===== src/rtl/rtc_alarm_pkg.sv =====
package rtc_alarm_pkg;
  localparam int FIELD_W    = 8;
  localparam int NUM_FIELDS = 6;

  // enable flag of an alarm register (top bit)
  function automatic logic alarm_enabled(input logic [FIELD_W-1:0] alm);
    return alm[FIELD_W-1];
  endfunction

  // a field passes when it is disabled, or when its compare value equals the time field
  function automatic logic field_pass(input logic [FIELD_W-1:0] alm,
                                      input logic [FIELD_W-1:0] now);
    return !alarm_enabled(alm) || ({1'b0, alm[FIELD_W-2:0]} == now);
  endfunction
endpackage


===== src/rtl/alarm_field_cmp.sv =====
module alarm_field_cmp
  import rtc_alarm_pkg::*;
(
  input  logic [FIELD_W-1:0] alm,
  input  logic [FIELD_W-1:0] now,
  output logic               pass,
  output logic               en
);
  assign en   = alarm_enabled(alm);
  assign pass = field_pass(alm, now);
endmodule


===== src/rtl/alarm_match.sv =====
module alarm_match
  import rtc_alarm_pkg::*;
(
  input  logic [NUM_FIELDS-1:0][FIELD_W-1:0] alm,
  input  logic [NUM_FIELDS-1:0][FIELD_W-1:0] now,
  output logic                               match,
  output logic                               any_en
);
  logic [NUM_FIELDS-1:0] pass_v;
  logic [NUM_FIELDS-1:0] en_v;

  for (genvar i = 0; i < NUM_FIELDS; i++) begin : g_field
    alarm_field_cmp u_cmp (
      .alm  (alm[i]),
      .now  (now[i]),
      .pass (pass_v[i]),
      .en   (en_v[i])
    );
  end

  assign any_en = |en_v;
  assign match  = any_en && (&pass_v);
endmodule


===== src/rtl/alarm_irq.sv =====
module alarm_irq #(
  parameter int PULSE_CYCLES = 4
) (
  input  logic clk,
  input  logic rst_n,
  input  logic evt,
  input  logic irq_mode,
  input  logic status_clr,
  output logic irq_n,
  output logic alarm_flag
);
  localparam int CNT_W = $clog2(PULSE_CYCLES + 1);
  localparam logic [CNT_W-1:0] LOAD = CNT_W'(PULSE_CYCLES);

  logic [CNT_W-1:0] pulse_cnt;
  logic             pulse_active;

  always_ff @(posedge clk or negedge rst_n) begin
    if (!rst_n) begin
      pulse_cnt <= '0;
    end else if (evt) begin
      pulse_cnt <= LOAD;
    end else if (pulse_cnt != '0) begin
      pulse_cnt <= pulse_cnt - 1'b1;
    end
  end

  // an event outranks a clear in the same cycle
  always_ff @(posedge clk or negedge rst_n) begin
    if (!rst_n) begin
      alarm_flag <= 1'b0;
    end else if (evt) begin
      alarm_flag <= 1'b1;
    end else if (status_clr) begin
      alarm_flag <= 1'b0;
    end
  end

  assign pulse_active = (pulse_cnt != '0);
  assign irq_n = irq_mode ? !pulse_active : !alarm_flag;


  pulse_start_chk: assert property (@(posedge clk) disable iff (!rst_n)
    (evt && irq_mode) |=> (!irq_mode || !irq_n));


  pulse_bound_chk: assert property (@(posedge clk) disable iff (!rst_n)
    pulse_cnt <= LOAD);


  flag_set_chk: assert property (@(posedge clk) disable iff (!rst_n)
    evt |=> alarm_flag);


  flag_hold_chk: assert property (@(posedge clk) disable iff (!rst_n)
    (alarm_flag && !status_clr) |=> alarm_flag);


  level_follow_chk: assert property (@(posedge clk) disable iff (!rst_n)
    (evt && !irq_mode) |=> (irq_mode || !irq_n));
endmodule


===== src/rtl/rtc_alarm_irq.sv =====
module rtc_alarm_irq
  import rtc_alarm_pkg::*;
#(
  parameter int PULSE_CYCLES = 4
) (
  input  logic       clk,
  input  logic       rst_n,
  input  logic       sec_tick,
  input  logic [7:0] now_sec,
  input  logic [7:0] now_min,
  input  logic [7:0] now_hour,
  input  logic [7:0] now_date,
  input  logic [7:0] now_month,
  input  logic [7:0] now_dow,
  input  logic [7:0] alm_sec,
  input  logic [7:0] alm_min,
  input  logic [7:0] alm_hour,
  input  logic [7:0] alm_date,
  input  logic [7:0] alm_month,
  input  logic [7:0] alm_dow,
  input  logic       irq_mode,
  input  logic       status_clr,
  output logic       irq_n,
  output logic       alarm_flag
);
  logic [NUM_FIELDS-1:0][FIELD_W-1:0] now_v;
  logic [NUM_FIELDS-1:0][FIELD_W-1:0] alm_v;
  logic match;
  logic any_en;
  logic evt;

  assign now_v = {now_dow, now_month, now_date, now_hour, now_min, now_sec};
  assign alm_v = {alm_dow, alm_month, alm_date, alm_hour, alm_min, alm_sec};

  alarm_match u_match (
    .alm    (alm_v),
    .now    (now_v),
    .match  (match),
    .any_en (any_en)
  );

  // the match counts only on the tick that follows a time update
  assign evt = sec_tick && match;

  alarm_irq #(.PULSE_CYCLES(PULSE_CYCLES)) u_irq (
    .clk        (clk),
    .rst_n      (rst_n),
    .evt        (evt),
    .irq_mode   (irq_mode),
    .status_clr (status_clr),
    .irq_n      (irq_n),
    .alarm_flag (alarm_flag)
  );


  no_enable_chk: assert property (@(posedge clk) disable iff (!rst_n)
    evt |-> any_en);


  flag_cause_chk: assert property (@(posedge clk) disable iff (!rst_n)
    $rose(alarm_flag) |-> $past(sec_tick));
endmodule


===== config.mk =====
export PLATFORM = sky130hd
export DESIGN_NAME = rtc_alarm_irq
export DESIGN_NICKNAME = d
export VERILOG_FILES = /design/src/rtl/rtc_alarm_pkg.sv /design/src/rtl/alarm_field_cmp.sv /design/src/rtl/alarm_match.sv /design/src/rtl/alarm_irq.sv /design/src/rtl/rtc_alarm_irq.sv
export SDC_FILE = /design/constraint.sdc
export NUM_CORES = 1
export LEC_CHECK = 0
export ABC_CLOCK_PERIOD_IN_PS = 1900
export CAP_MARGIN = 40
export CORE_MARGIN = 2
export CORE_UTILIZATION = 25
export CTS_BUF_LIST = sky130_fd_sc_hd__clkbuf_4
export DETAILED_ROUTE_END_ITERATION = 10
export PLACE_DENSITY = 0.92
export SYNTH_ARGS = -nofsm -noshare
export SYNTH_HDL_FRONTEND = slang
export SYNTH_SLANG_ARGS = --single-unit

===== constraint.sdc =====
create_clock -name clk -period 1.9 [get_ports clk]
set_clock_uncertainty 0.2 [all_clocks]
set_input_delay 0.19 -clock clk [delete_from_list [all_inputs] [get_ports clk]]
set_output_delay 0.19 -clock clk [all_outputs]
set_load 0.05 [all_outputs]

==> impl_results.html, run 1 <==
<table>
<tr><th>Metric</th><th>Value</th></tr>
<tr><th colspan="2">Timing</th></tr>
<tr><td>Max-slew headroom at the worst pin</td><td>0.6749</td></tr>
<tr><td>Final Max Slew Viols</td><td>0</td></tr>
<tr><td>Endpoints failing hold</td><td>0</td></tr>
<tr><td>Post-layout minimum cycle time</td><td>around 1.8 ns</td></tr>
<tr><td>Setup violators final</td><td>0</td></tr>
<tr><td>Accumulated negative setup slack</td><td>0 ns</td></tr>
<tr><td>Period Utilization, post-route</td><td>0.9698</td></tr>
<tr><td>Setup repair after global routing missed its margin</td><td>no</td></tr>
<tr><td>Final-layout worst hold slack</td><td>0.3329 ns</td></tr>
<tr><td>Min setup slack post-route</td><td>~0.057 ns</td></tr>
<tr><td>Least-Margin Pin Slew</td><td>0.4861 ns</td></tr>
<tr><td>F_max</td><td>approximately 540 MHz</td></tr>
<tr><th colspan="2">Global routing</th></tr>
<tr><td>Number of antenna violations at the first check in global routing</td><td>0</td></tr>
<tr><td>Number of global-route vias before repair</td><td>roughly 1200</td></tr>
<tr><td>Largest net degree at the start of global routing</td><td>5</td></tr>
<tr><td>Global-route wire length before repair</td><td>4512 um</td></tr>
<tr><td>Total congestion overflow</td><td>0</td></tr>
<tr><td>GR Util All Layers</td><td>0.1763</td></tr>
<tr><th colspan="2">Clock tree</th></tr>
<tr><td>Htree depth</td><td>1</td></tr>
<tr><td>Number of buffers added by the clock tree synthesis step</td><td>3</td></tr>
<tr><td>Clock root buffer master</td><td>clkbuf_4</td></tr>
<tr><td>Post-CTS clock slew at the launch and capture registers of the worst setup and hold paths</td><td>0.04 ns</td></tr>
<tr><td>Clock net sink count</td><td>4</td></tr>
<tr><td>Count of buffers added by post-CTS timing repair for setup</td><td>0</td></tr>
<tr><td>Clock tree from TritonCTS</td><td>built</td></tr>
<tr><td>Clock network latency to the later pin of the worst-skew pair</td><td>around 0.24 ns</td></tr>
<tr><td>Number of buffers between clock root and the deepest sink</td><td>2</td></tr>
<tr><th colspan="2">Critical path</th></tr>
<tr><td>Required time worst endpoint</td><td>between 1.5 and 2 ns</td></tr>
<tr><td>Kind of end point of the critical path</td><td>flop</td></tr>
<tr><td>Critical path peak fanout</td><td>2</td></tr>
<tr><td>CP Launch Type</td><td>primary input</td></tr>
<tr><td>Data arrival at the endpoint of the critical path</td><td>1.76 ns</td></tr>
<tr><td>Type of the worst setup path</td><td>in2reg</td></tr>
<tr><th colspan="2">Cells and area</th></tr>
<tr><td>Diode insertion count for antenna repair</td><td>0</td></tr>
<tr><td>Post-layout net count</td><td>300</td></tr>
<tr><td>Relative area change from synthesis to final layout</td><td>157.8%</td></tr>
<tr><td>Commonest cells after routing, fill and taps aside</td><td>99 x clkdlybuf4s50_1, 25 x xnor2_1, 18 x xor2_1, 7 x nand4_1, 6 x or4_1</td></tr>
<tr><td>Final standard cell count with taps included and fillers excluded</td><td>around 230</td></tr>
<tr><td>Layout cell share with drive strength beyond 1</td><td>0.06667</td></tr>
<tr><td>Post-layout util</td><td>0.6819</td></tr>
<tr><td>Final-layout fill cell count</td><td>about 230</td></tr>
<tr><td>Seq. cell area</td><td>approximately 100 sq um</td></tr>
<tr><td>Commonest non-fill, non-tap cell in the layout</td><td>clkdlybuf4s50_1</td></tr>
<tr><td>Combined area of the multi-input logic cells</td><td>between 600 and 700 sq um</td></tr>
<tr><th colspan="2">Power and ir drop</th></tr>
<tr><td>Cell area power density</td><td>roughly 420 nW/um^2</td></tr>
<tr><td>Max rail drop VDD</td><td>around 0.5 mV</td></tr>
<tr><td>Leakage power</td><td>just over 0.0007 uW</td></tr>
<tr><th colspan="2">Routing</th></tr>
<tr><td>Total number of vias</td><td>approximately 1100</td></tr>
<tr><td>Routed wire per std cell</td><td>between 10 and 15 um</td></tr>
<tr><td>Detailed-router iteration count before antenna repair</td><td>5</td></tr>
<tr><td>Number of DRC violations after detailed-routing iteration 0</td><td>16</td></tr>
<tr><td>Number of nets with antenna violations after routing</td><td>0</td></tr>
<tr><td>Routed wire length</td><td>2777 um</td></tr>
<tr><td>Average via count per standard cell</td><td>~4.7</td></tr>
<tr><td>Number of remaining DRC errors</td><td>0</td></tr>
<tr><th colspan="2">Synthesis</th></tr>
<tr><td>Register bit total from synthesis</td><td>4</td></tr>
<tr><td>Warnings from Yosys</td><td>0</td></tr>
<tr><td>Post-synth EDFFs</td><td>0</td></tr>
<tr><td>Register area share after synthesis</td><td>0.1372</td></tr>
<tr><td>Syn_area_per_cell</td><td>8.384 sq um</td></tr>
<tr><td>Asr flop ratio synth</td><td>1.000</td></tr>
<tr><td>Dominant cells by area after synthesis</td><td>xnor2_1 30%, xor2_1 22%, dfrtp_1 14%</td></tr>
<tr><td>Yosys top cell area share</td><td>0.3002</td></tr>
<tr><td>Total nets after synthesis</td><td>190</td></tr>
<tr><td>Main synth FF type</td><td>dfrtp_1</td></tr>
<tr><td>Distinct cell type count after synthesis</td><td>19</td></tr>
<tr><td>Largest area contributor in the netlist</td><td>xnor2_1</td></tr>
<tr><td>Post-synthesis instance total</td><td>between 80 and 90</td></tr>
<tr><td>Post-Synthesis Cell Area</td><td>approximately 730 sq um</td></tr>
<tr><th colspan="2">Floorplan</th></tr>
<tr><td>Die width</td><td>about 58 um</td></tr>
<tr><td>Number of I/O pins</td><td>~100</td></tr>
<tr><td>Die area</td><td>about 3400 sq um</td></tr>
<tr><td>Initial core utilization</td><td>0.2645</td></tr>
<tr><td>Floorplan row count</td><td>19</td></tr>
<tr><td>Core box area</td><td>~2800 sq um</td></tr>
<tr><td>Floorplan die height</td><td>roughly 58 um</td></tr>
<tr><th colspan="2">Place</th></tr>
<tr><td>Pre-CTS worst setup slack</td><td>-0.2803 ns</td></tr>
<tr><td>Global placer's final weighted congestion</td><td>around 0.73</td></tr>
<tr><td>Number of instances in the placed design</td><td>roughly 220</td></tr>
<tr><td>Dpl hpwl</td><td>between 2000 and 3000 um</td></tr>
<tr><td>I/O Buffers</td><td>just over 100</td></tr>
<tr><th colspan="2">Run status</th></tr>
<tr><td>Status</td><td>completed</td></tr>
<tr><th colspan="2">Worst hold path</th></tr>
<tr><td>Path class of the lowest-slack min-delay path</td><td>in2reg</td></tr>
<tr><th colspan="2">Job</th></tr>
<tr><td>Max-capacitance violation count</td><td>0</td></tr>
</table>
critical path, cell delays in order:
cell and delay [ns]:
clkdlybuf4s50_1 0.42, xor2_1 0.16, or4_1 0.50, o21ai_1 0.21, and3_1 0.21, a21oi_1 0.08
synthesized netlist by cell type, drive strengths merged, types with 2 or more instances:
library cell,n
a21oi,3
dfrtp,4
ha,2
inv,3
nand4,7
nor2,2
o21ai,8
or4,7
xnor2,25
xor2,18
path summary, 6_finish.rpt:
path	start	endpoint	slack, ns	cells after the start
setup / recovery	now_month[5]	u_irq.pulse_cnt[1]$_DFFE_PN0P_	0.06	6
max in group asynchronous	rst_n	u_irq.pulse_cnt[1]$_DFFE_PN0P_	0.83	2
hold reg to reg	u_irq.pulse_cnt[2]$_DFFE_PN0P_	u_irq.pulse_cnt[2]$_DFFE_PN0P_	0.37	2
hold / removal	status_clr	u_irq.alarm_flag$_DFFE_PN0P_	0.33	2
min in group asynchronous	rst_n	u_irq.alarm_flag$_DFFE_PN0P_	0.50	2
setup reg to reg	u_irq.pulse_cnt[0]$_DFFE_PN0P_	u_irq.pulse_cnt[1]$_DFFE_PN0P_	0.44	7
where the power goes:
group | total [uW] | switching [uW] | internal [uW]
registers | 141 | 19.5 | 122
logic | 542 | 195 | 347
clock network | 106 | 35.3 | 70.6
total | 789 | 250 | 540
logic make-up after synthesis:
logic type	Yosys count	synth area share
adders and majority gates	2	0.03430
and+or+nand+nor	21	0.1870
muxes	1	0.01372
xor gates and xnor gates	43	0.5163
buffers and inverters	3	0.01544
AOI/OAI and AO/OA	13	0.09606
DFF	4	0.1372
stage by stage:
stage          total power, uW  cell area [sq um]
4_1_cts                  785.5               1847
6_report                 789.1               1881
3_5_place_dp             670.2               1814
2_1_floorplan            370.0              729.5
5_1_grt                  850.6               1881
3_3_place_gp             645.2               1814
metal layers:
layer,global-route usage,wire (um)
met3,0.04241,214
met1,0.1542,826
met5,0,0
met2,0.3539,1618
met4,0.1030,118
timing repair:
action	CTS	global route
hold endpoints to repair	4	0
hold buffers	1	0
pin swaps	0	6
endpoints found under the setup margin	2	5
resized for setup	1	11
registers in the layout, indices dropped and copies added (netlist names):
name and flops:
u_irq.pulse_cnt 3, u_irq.alarm_flag 1
area by class of cell:
class / instances / share of cell area
Inverter: 3 / 0.005988
Sequential cell: 4 / 0.05323
Tap cell: 31 / 0.02063
Multi-Input combinational cell: 80 / 0.3440
Timing Repair Buffer: 105 / 0.5642
Clock buffer: 3 / 0.01198
Note: power is estimated with default switching activity, not from simulation.
==> run 2: changes to the inputs <==
- RECOVER_POWER: default -> 50
- SKIP_CTS_REPAIR_TIMING: default -> 1
==> run 2 against run 1 <==
Compared with the run above:
- sequential share of layout area unchanged
- wire length stayed put
- non-clock buffer count stayed put
- register-to-register slack about the same
- global-route usage unchanged
- combinational power about the same
- count of clock-buffer cells in the layout unchanged
- final cell count did not move
- first-iteration DRC count unchanged
- clock power about the same
- sequential power is essentially flat
- final area stayed put
==> impl_results.html, run 2 (synthesis results as in run 1) <==
<table>
<tr><th>Metric</th><th>Value</th></tr>
<tr><th colspan="2">Global routing</th></tr>
<tr><td>GR Util All Layers</td><td>0.1763 (unchanged)</td></tr>
<tr><td>Global-route wire length before repair</td><td>4512 um (unchanged)</td></tr>
<tr><td>Largest net degree at the start of global routing</td><td>5 (unchanged)</td></tr>
<tr><td>Grt met1 use</td><td>0.1542 (unchanged)</td></tr>
<tr><td>Global routing usage on met3</td><td>0.04241 (unchanged)</td></tr>
<tr><td>Number of global-route vias before repair</td><td>1188 (unchanged)</td></tr>
<tr><td>Number of antenna violations at the first check in global routing</td><td>0 (unchanged)</td></tr>
<tr><td>Total congestion overflow</td><td>0 (unchanged)</td></tr>
<tr><td>Grt met2 use</td><td>0.3539 (unchanged)</td></tr>
<tr><td>Most Crowded Layer GR</td><td>met2</td></tr>
<tr><th colspan="2">Clock tree</th></tr>
<tr><td>Htree depth</td><td>1 (unchanged)</td></tr>
<tr><td>Number of buffers between clock root and the deepest sink</td><td>2 (unchanged)</td></tr>
<tr><td>Number of buffers added by the clock tree synthesis step</td><td>3 (unchanged)</td></tr>
<tr><td>Clock net sink count</td><td>4 (unchanged)</td></tr>
<tr><td>Clock tree from TritonCTS</td><td>built</td></tr>
<tr><td>Post-CTS clock slew at the launch and capture registers of the worst setup and hold paths</td><td>0.04 ns (about the same)</td></tr>
<tr><td>Clock network latency to the later pin of the worst-skew pair</td><td>0.24 ns (about the same)</td></tr>
<tr><td>Clock root buffer master</td><td>clkbuf_4</td></tr>
<tr><th colspan="2">Timing</th></tr>
<tr><td>Final Max Slew Viols</td><td>0 (unchanged)</td></tr>
<tr><td>F_max</td><td>542.7 MHz (unchanged)</td></tr>
<tr><td>Period Utilization, post-route</td><td>0.9698 (unchanged)</td></tr>
<tr><td>Least-Margin Pin Slew</td><td>0.4861 ns (unchanged)</td></tr>
<tr><td>Max-slew headroom at the worst pin</td><td>0.6749 (unchanged)</td></tr>
<tr><td>Endpoints failing hold</td><td>0 (unchanged)</td></tr>
<tr><td>Accumulated negative setup slack</td><td>0 ns (unchanged)</td></tr>
<tr><td>Setup violators final</td><td>0 (unchanged)</td></tr>
<tr><td>Setup repair after global routing missed its margin</td><td>no</td></tr>
<tr><td>Post-layout minimum cycle time</td><td>1.843 ns (unchanged)</td></tr>
<tr><th colspan="2">Cells and area</th></tr>
<tr><td>Commonest cells after routing, fill and taps aside</td><td>98 x clkdlybuf4s50_1, 25 x xnor2_1, 18 x xor2_1, 7 x nand4_1, 6 x or4_1</td></tr>
<tr><td>Registers with the most flip-flops</td><td>u_irq.pulse_cnt (3), u_irq.alarm_flag (1)</td></tr>
<tr><td>Final-layout fill cell count</td><td>231 (unchanged)</td></tr>
<tr><td>Post-layout net count</td><td>300 (unchanged)</td></tr>
<tr><td>Layout cell share with drive strength beyond 1</td><td>0.06667 (unchanged)</td></tr>
<tr><td>Relative area change from synthesis to final layout</td><td>157.8% (unchanged)</td></tr>
<tr><td>Commonest non-fill, non-tap cell in the layout</td><td>clkdlybuf4s50_1</td></tr>
<tr><td>Seq. cell area</td><td>100.1 sq um (unchanged)</td></tr>
<tr><td>Most flop-heavy register</td><td>u_irq.pulse_cnt</td></tr>
<tr><td>Diode insertion count for antenna repair</td><td>0 (unchanged)</td></tr>
<tr><td>Max FFs per register</td><td>3 (unchanged)</td></tr>
<tr><td>Combined area of the multi-input logic cells</td><td>646.9 sq um (unchanged)</td></tr>
<tr><th colspan="2">Floorplan</th></tr>
<tr><td>Floorplan row count</td><td>19 (unchanged)</td></tr>
<tr><td>Floorplan die height</td><td>58.02 um (unchanged)</td></tr>
<tr><td>Number of I/O pins</td><td>103 (unchanged)</td></tr>
<tr><td>Core box area</td><td>2758 sq um (unchanged)</td></tr>
<tr><td>Initial core utilization</td><td>0.2645 (unchanged)</td></tr>
<tr><td>Die area</td><td>3366 sq um (unchanged)</td></tr>
<tr><td>Die width</td><td>58.02 um (unchanged)</td></tr>
<tr><th colspan="2">Routing</th></tr>
<tr><td>Routed wire length</td><td>2777 um (unchanged)</td></tr>
<tr><td>Detailed-router iteration count before antenna repair</td><td>5 (unchanged)</td></tr>
<tr><td>Average via count per standard cell</td><td>4.681 (unchanged)</td></tr>
<tr><td>Number of DRC violations after detailed-routing iteration 0</td><td>16 (unchanged)</td></tr>
<tr><td>Total number of vias</td><td>1058 (unchanged)</td></tr>
<tr><td>Number of nets with antenna violations after routing</td><td>0 (unchanged)</td></tr>
<tr><td>Number of remaining DRC errors</td><td>0 (unchanged)</td></tr>
<tr><td>Routed wire per std cell</td><td>12.29 um (unchanged)</td></tr>
<tr><th colspan="2">Critical path</th></tr>
<tr><td>Required time worst endpoint</td><td>1.82 ns (about the same)</td></tr>
<tr><td>Critical path peak fanout</td><td>2 (unchanged)</td></tr>
<tr><td>Slowest cell delay on critical path</td><td>0.50 ns (about the same)</td></tr>
<tr><td>Data arrival at the endpoint of the critical path</td><td>1.76 ns (about the same)</td></tr>
<tr><td>Kind of end point of the critical path</td><td>flop</td></tr>
<tr><td>Type of the worst setup path</td><td>in2reg</td></tr>
<tr><td>CP Launch Type</td><td>primary input</td></tr>
<tr><td>Worst-path cell chain</td><td>clkdlybuf4s50_1 &gt; xor2_1 &gt; or4_1 &gt; o21ai_1 &gt; and3_1 &gt; a21oi_1</td></tr>
<tr><td>Library cell contributing the largest single delay on the critical path</td><td>or4_1</td></tr>
<tr><th colspan="2">Power and ir drop</th></tr>
<tr><td>Leakage power</td><td>0.0007090 uW (about the same)</td></tr>
<tr><td>Cell area power density</td><td>419.4 nW/um^2 (about the same)</td></tr>
<tr><td>Max rail drop VDD</td><td>0.5006 mV (unchanged)</td></tr>
<tr><td>Overall power after layout</td><td>788.7 uW (about the same)</td></tr>
<tr><th colspan="2">Place</th></tr>
<tr><td>Dpl hpwl</td><td>2681 um (unchanged)</td></tr>
<tr><td>Global placer's final weighted congestion</td><td>0.7252 (unchanged)</td></tr>
<tr><td>I/O Buffers</td><td>102 (unchanged)</td></tr>
<tr><th colspan="2">Job</th></tr>
<tr><td>Max-capacitance violation count</td><td>0 (unchanged)</td></tr>
<tr><th colspan="2">Worst hold path</th></tr>
<tr><td>Path class of the lowest-slack min-delay path</td><td>in2reg</td></tr>
<tr><th colspan="2">Run status</th></tr>
<tr><td>Status</td><td>completed</td></tr>
</table>
## run 2: cell types whose count changed in the layout (fill, tap and decap cells not counted), sizes merged
| cell | previous run | this run |
|---|---|---|
| clkdlybuf4s50 | 99 | 98 |
| dlygate4sd3 | 1 | 2 |
## run 2: critical path: cells and delay by family
kind | cells | cell delay [ns]
buffers and inverters | 1 | 0.42
AOI/OAI and AO/OA | 2 | 0.29
and+or+nand+nor | 2 | 0.71
xor gates and xnor gates | 1 | 0.16
## run 2: worst paths after layout
check / startpoint / to / slack, ns / cells past startpoint
worst max-delay path: now_month[5] / u_irq.pulse_cnt[1]$_DFFE_PN0P_ / 0.06 / 6
worst min-delay path: status_clr / u_irq.alarm_flag$_DFFE_PN0P_ / 0.33 / 2
worst max register to register: u_irq.pulse_cnt[0]$_DFFE_PN0P_ / u_irq.pulse_cnt[1]$_DFFE_PN0P_ / 0.44 / 7
worst min register to register: u_irq.pulse_cnt[2]$_DFFE_PN0P_ / u_irq.pulse_cnt[2]$_DFFE_PN0P_ / 0.37 / 2
max in group asynchronous: rst_n / u_irq.pulse_cnt[1]$_DFFE_PN0P_ / 0.76 / 2
min in group asynchronous: rst_n / u_irq.alarm_flag$_DFFE_PN0P_ / 0.56 / 2
## run 2: layer usage
metal / up-vias / share of wire / wire length (um)
met5: - / 0 / 0
met4: 0 / 0.042 / 118
met3: 12 / 0.077 / 214
met2: 63 / 0.58 / 1618
met1: 458 / 0.30 / 826
li1: 525 / - / -
## run 2: metrics by stage
step | hold slack, ns | area, sq um | util | worst slack (ns) | cells
after global routing | 0.3442 | 1881 | 0.6819 | 0.003072 | 226
final | 0.3329 | 1881 | 0.6819 | 0.05737 | 226
after global placement | 0.1999 | 1814 | 0.6579 | -0.2631 | 222
after detailed placement | 0.2078 | 1814 | 0.6579 | -0.2803 | 222
after CTS | -0.04992 | 1837 | 0.6661 | -0.03064 | 225
after floorplan | -0.3056 | 729.5 | - | 0.1125 | 87
## run 2: layout make-up
cell class / count / share of cell area
Timing Repair Buffer: 105 / 0.5642
Multi-Input combinational cell: 80 / 0.3440
Sequential cell: 4 / 0.05323
Tap cell: 31 / 0.02063
Clock buffer: 3 / 0.01198
Inverter: 3 / 0.005988
## run 2: power breakdown
part           internal (uW)  switching [uW]
Clock                   70.6            35.3
Combinational            347             195
Sequential               122            19.5
Total                    539             249
==> run 3: changes to the inputs <==
- ABC_AREA: default -> 1
- CORE_MARGIN: 2 -> 1
- CORE_UTILIZATION: 25 -> 30
- CTS_BUF_LIST: sky130_fd_sc_hd__clkbuf_4 -> sky130_fd_sc_hd__clkbuf_2
==> run 3 against run 2 <==
Compared with the run above:
- die area increased by 5.2%
- via count is 32% higher
- total power is 1.5% lower
- worst setup slack improved by 0.067 ns
- clock power is 23% lower
- largest cell class unchanged
- highest routed layer unchanged
==> impl_results.html, run 3 <==
<table>
<tr><th>Metric</th><th>Value</th></tr>
<tr><th colspan="2">Timing</th></tr>
<tr><td>Setup violators final</td><td>0 (unchanged)</td></tr>
<tr><td>Endpoints failing hold</td><td>0 (unchanged)</td></tr>
<tr><td>Post-layout minimum cycle time</td><td>1.776 ns (-0.06679 ns)</td></tr>
<tr><td>Accumulated negative setup slack</td><td>0 ns (unchanged)</td></tr>
<tr><td>Final-layout worst hold slack</td><td>0.3137 ns (-0.01925 ns)</td></tr>
<tr><td>F_max</td><td>563.1 MHz (+3.8%)</td></tr>
<tr><td>Least-Margin Pin Slew</td><td>0.4892 ns (+0.003089 ns)</td></tr>
<tr><td>Setup repair after global routing missed its margin</td><td>no</td></tr>
<tr><td>Max-slew headroom at the worst pin</td><td>0.6728 (-0.002066)</td></tr>
<tr><td>Period Utilization, post-route</td><td>0.9347 (-0.03515)</td></tr>
<tr><td>Final Max Slew Viols</td><td>0 (unchanged)</td></tr>
<tr><th colspan="2">Cells and area</th></tr>
<tr><td>Registers with the most flip-flops</td><td>u_irq.pulse_cnt (3), u_irq.alarm_flag (1)</td></tr>
<tr><td>Relative area change from synthesis to final layout</td><td>111.2%</td></tr>
<tr><td>Post-layout net count</td><td>399 (+33%)</td></tr>
<tr><td>Commonest cells after routing, fill and taps aside</td><td>100 x clkdlybuf4s50_1, 67 x nand2_1, 38 x inv_1, 30 x nor2_1, 18 x xnor2_1</td></tr>
<tr><td>Summed area of non-filler cells in the final layout</td><td>2096 sq um (+11%)</td></tr>
<tr><td>Diode insertion count for antenna repair</td><td>0 (unchanged)</td></tr>
<tr><td>Max FFs per register</td><td>3 (unchanged)</td></tr>
<tr><td>Final standard cell count with taps included and fillers excluded</td><td>338 (+50%)</td></tr>
<tr><td>Layout cell share with drive strength beyond 1</td><td>0.03401 (-0.03265)</td></tr>
<tr><td>Commonest non-fill, non-tap cell in the layout</td><td>clkdlybuf4s50_1</td></tr>
<tr><td>Final-layout fill cell count</td><td>281 (+22%)</td></tr>
<tr><td>Most flop-heavy register</td><td>u_irq.pulse_cnt</td></tr>
<tr><th colspan="2">Synthesis</th></tr>
<tr><td>Asr flop ratio synth</td><td>1.000 (unchanged)</td></tr>
<tr><td>Distinct cell type count after synthesis</td><td>18 (-1)</td></tr>
<tr><td>XOR/XNOR Fraction of Synth Area</td><td>0.2207 (-0.2956)</td></tr>
<tr><td>Commonest cells in the synthesized netlist</td><td>67 x nand2_1, 38 x inv_1, 29 x nor2_1</td></tr>
<tr><td>Register area share after synthesis</td><td>0.1009 (-0.03634)</td></tr>
<tr><td>Most common cell in the netlist</td><td>nand2_1</td></tr>
<tr><td>Post-synth EDFFs</td><td>0 (unchanged)</td></tr>
<tr><td>Largest area contributor in the netlist</td><td>nand2_1</td></tr>
<tr><td>Total nets after synthesis</td><td>291 (+53%)</td></tr>
<tr><td>Yosys top cell area share</td><td>0.2535 (-0.04670)</td></tr>
<tr><td>Main synth FF type</td><td>dfrtp_1</td></tr>
<tr><td>Post-synthesis instance total</td><td>188 (+120%)</td></tr>
<tr><td>Register bit total from synthesis</td><td>4 (unchanged)</td></tr>
<tr><td>Dominant combinational cell family by area after synthesis</td><td>simple AND/OR/NAND/NOR gates</td></tr>
<tr><td>Dominant cells by area after synthesis</td><td>nand2_1 25%, xnor2_1 16%, inv_1 14%</td></tr>
<tr><td>Syn_area_per_cell</td><td>5.278 sq um (-37%)</td></tr>
<tr><td>Portion of netlist area occupied by mux cells</td><td>0.01009 (-0.003634)</td></tr>
<tr><td>Post-Synth Simple-Gate Area</td><td>0.4603 (+0.2733)</td></tr>
<tr><td>Post-Synthesis Cell Area</td><td>992.2 sq um (+36%)</td></tr>
<tr><td>Compound-gate portion of the synthesized area</td><td>0.03531 (-0.06075)</td></tr>
<tr><td>Warnings from Yosys</td><td>0 (unchanged)</td></tr>
<tr><td>Fraction of the mapped netlist area in adder cells</td><td>0.02522 (-0.009085)</td></tr>
<tr><th colspan="2">Power and ir drop</th></tr>
<tr><td>Share of total power in combinational logic</td><td>0.723 (+0.036)</td></tr>
<tr><td>Cell-internal power</td><td>497.2 uW (-7.8%)</td></tr>
<tr><td>Power dissipated by switching net loads</td><td>279.6 uW (+12%)</td></tr>
<tr><td>Leakage power</td><td>0.001027 uW (+45%)</td></tr>
<tr><td>Max rail drop VDD</td><td>0.2163 mV (-57%)</td></tr>
<tr><td>Share of total power consumed by net switching</td><td>0.3599 (+0.04361)</td></tr>
<tr><td>Sequential cell fraction of total power</td><td>0.173 (-0.006)</td></tr>
<tr><td>Cell area power density</td><td>370.7 nW/um^2 (-12%)</td></tr>
<tr><td>Clock share of power</td><td>0.104 (-0.030)</td></tr>
<tr><th colspan="2">Floorplan</th></tr>
<tr><td>Die width</td><td>59.51 um (+2.6%)</td></tr>
<tr><td>Floorplan die height</td><td>59.51 um (+2.6%)</td></tr>
<tr><td>Core box area</td><td>3103 sq um (+13%)</td></tr>
<tr><td>Initial core utilization</td><td>0.3198 (+0.05524)</td></tr>
<tr><td>Floorplan row count</td><td>20 (+1)</td></tr>
<tr><td>Die area</td><td>3541 sq um (+5.2%)</td></tr>
<tr><td>Number of I/O pins</td><td>103 (unchanged)</td></tr>
<tr><th colspan="2">Critical path</th></tr>
<tr><td>Data arrival at the endpoint of the critical path</td><td>1.39 ns (-0.37 ns)</td></tr>
<tr><td>Crit path max-delay family</td><td>buffers and inverters</td></tr>
<tr><td>Required time worst endpoint</td><td>1.51 ns (-0.31 ns)</td></tr>
<tr><td>Type of the worst setup path</td><td>reg2out</td></tr>
<tr><td>Critical path peak fanout</td><td>3 (+1)</td></tr>
<tr><td>Slowest cell delay on critical path</td><td>0.81 ns (+0.31 ns)</td></tr>
<tr><td>Library cell contributing the largest single delay on the critical path</td><td>clkdlybuf4s50_1</td></tr>
<tr><td>Crit path buffers/inverters</td><td>1 (unchanged)</td></tr>
<tr><td>CP Launch Type</td><td>flop</td></tr>
<tr><td>Worst-path cell chain</td><td>clkdlybuf4s50_1</td></tr>
<tr><td>Kind of end point of the critical path</td><td>output pin</td></tr>
<tr><th colspan="2">Clock tree</th></tr>
<tr><td>Clock net sink count</td><td>4 (unchanged)</td></tr>
<tr><td>Number of buffers added by the clock tree synthesis step</td><td>3 (unchanged)</td></tr>
<tr><td>Clock network latency to the later pin of the worst-skew pair</td><td>0.22 ns (-0.02 ns)</td></tr>
<tr><td>Clock tree from TritonCTS</td><td>built</td></tr>
<tr><td>Htree depth</td><td>1 (unchanged)</td></tr>
<tr><td>Clock root buffer master</td><td>clkbuf_2</td></tr>
<tr><td>Number of buffers between clock root and the deepest sink</td><td>2 (unchanged)</td></tr>
<tr><td>Post-CTS clock slew at the launch and capture registers of the worst setup and hold paths</td><td>0.04 ns (about the same)</td></tr>
<tr><th colspan="2">Global routing</th></tr>
<tr><td>Number of antenna violations at the first check in global routing</td><td>0 (unchanged)</td></tr>
<tr><td>GR Util All Layers</td><td>0.1701 (-0.006172)</td></tr>
<tr><td>Number of global-route vias before repair</td><td>1295 (+9.0%)</td></tr>
<tr><td>Global-route wire length before repair</td><td>4636 um (+2.7%)</td></tr>
<tr><td>Total congestion overflow</td><td>0 (unchanged)</td></tr>
<tr><td>Largest net degree at the start of global routing</td><td>5 (unchanged)</td></tr>
<tr><th colspan="2">Routing</th></tr>
<tr><td>Detailed-router iteration count before antenna repair</td><td>4 (-1)</td></tr>
<tr><td>Routed wire per std cell</td><td>8.488 um (-31%)</td></tr>
<tr><td>Routed wire length</td><td>2869 um (+3.3%)</td></tr>
<tr><td>Number of nets with antenna violations after routing</td><td>0 (unchanged)</td></tr>
<tr><td>Number of DRC violations after detailed-routing iteration 0</td><td>38 (+22)</td></tr>
<tr><td>Total number of vias</td><td>1393 (+32%)</td></tr>
<tr><td>Number of remaining DRC errors</td><td>0 (unchanged)</td></tr>
<tr><td>Average via count per standard cell</td><td>4.121 (-12%)</td></tr>
<tr><th colspan="2">Place</th></tr>
<tr><td>Area post-placement</td><td>2078 sq um (+15%)</td></tr>
<tr><td>Global placer's final weighted congestion</td><td>0.7062 (-2.6%)</td></tr>
<tr><td>Number of instances in the placed design</td><td>334 (+50%)</td></tr>
<tr><td>Dpl hpwl</td><td>2705 um (+0.91%)</td></tr>
<tr><td>I/O Buffers</td><td>102 (unchanged)</td></tr>
<tr><th colspan="2">Job</th></tr>
<tr><td>Max-capacitance violation count</td><td>0 (unchanged)</td></tr>
<tr><th colspan="2">Run status</th></tr>
<tr><td>Status</td><td>completed</td></tr>
<tr><th colspan="2">Worst hold path</th></tr>
<tr><td>Path class of the lowest-slack min-delay path</td><td>reg2reg</td></tr>
</table>
==> run 3: cell types whose count changed after synthesis, moves of 2 or more <==
cell and change:
or4_1 -7, xor2_1 -11, nor2_4 +2, nand2_2 +4, nor2_1 +27, o21ai_1 -4, nand4_1 -7, nand3_1 +5
o21ai_0 -3, inv_1 +35, or2_0 +2, nand2_1 +66, xnor2_1 -7
==> run 3: power groups by stage <==
stage	Sequential [uW]	Clock [uW]	Combinational (uW)
finish	134	81.2	562
global route	139	87.2	643
CTS	134	86.3	570
detailed placement	134	0	569
global placement	134	0	539
floorplan	134	0	276
==> run 3: path summary, 6_finish.rpt <==
check / start / endpoint / slack [ns] / cells after the start
min in group asynchronous: rst_n / u_irq.alarm_flag$_DFFE_PN0P_ / 0.59 / 2
worst min register to register: u_irq.alarm_flag$_DFFE_PN0P_ / u_irq.alarm_flag$_DFFE_PN0P_ / 0.31 / 2
worst min-delay path: u_irq.alarm_flag$_DFFE_PN0P_ / u_irq.alarm_flag$_DFFE_PN0P_ / 0.31 / 2
max in group asynchronous: rst_n / u_irq.pulse_cnt[1]$_DFFE_PN0P_ / 0.74 / 2
worst max register to register: u_irq.pulse_cnt[0]$_DFFE_PN0P_ / u_irq.pulse_cnt[1]$_DFFE_PN0P_ / 0.53 / 6
worst max-delay path: u_irq.alarm_flag$_DFFE_PN0P_ / alarm_flag / 0.12 / 1
==> run 3: per-layer routing <==
layer / GRT usage / vias to the layer above / share of wire
met3: 0.03275 / 4 / 0.081
met4: 0.04983 / 0 / 0.0098
met1: 0.1582 / 570 / 0.36
met2: 0.3612 / 59 / 0.55
met5: 0 / - / 0
li1: - / 760 / -
==> run 3: metrics by stage <==
step                      worst slack, ns  utilization  total power [uW]
final                              0.1242       0.6754             776.8
after global routing              0.06294       0.6754             869.7
after CTS                         0.09966       0.6746             790.3
after detailed placement           0.1758       0.6698             703.4
after global placement             0.2287       0.6698             673.3
after floorplan                    0.1572            -             409.1
==> run 3: final cells by class <==
class,instances,area (sq um),share of cell area
sequential,4,100.1,0.04776
inverter,39,146.4,0.06985
timing repair buffer,103,1041,0.4967
clock buffer,3,15.01,0.007164
tap,44,55.05,0.02627
multi-input combinational,145,738.2,0.3522
==> run 3: kinds of logic (layout without fill, tap and decap cells) <==
family                   after synthesis  after routing
XOR/XNOR                              25             25
buffers and inverters                 39            145
AND/OR/NAND/NOR                      111            111
adder cells (fa/ha/maj)                2              2
flip-flops                             4              4
multiplexers                           1              1
AO/OA/AOI/OAI                          6              6
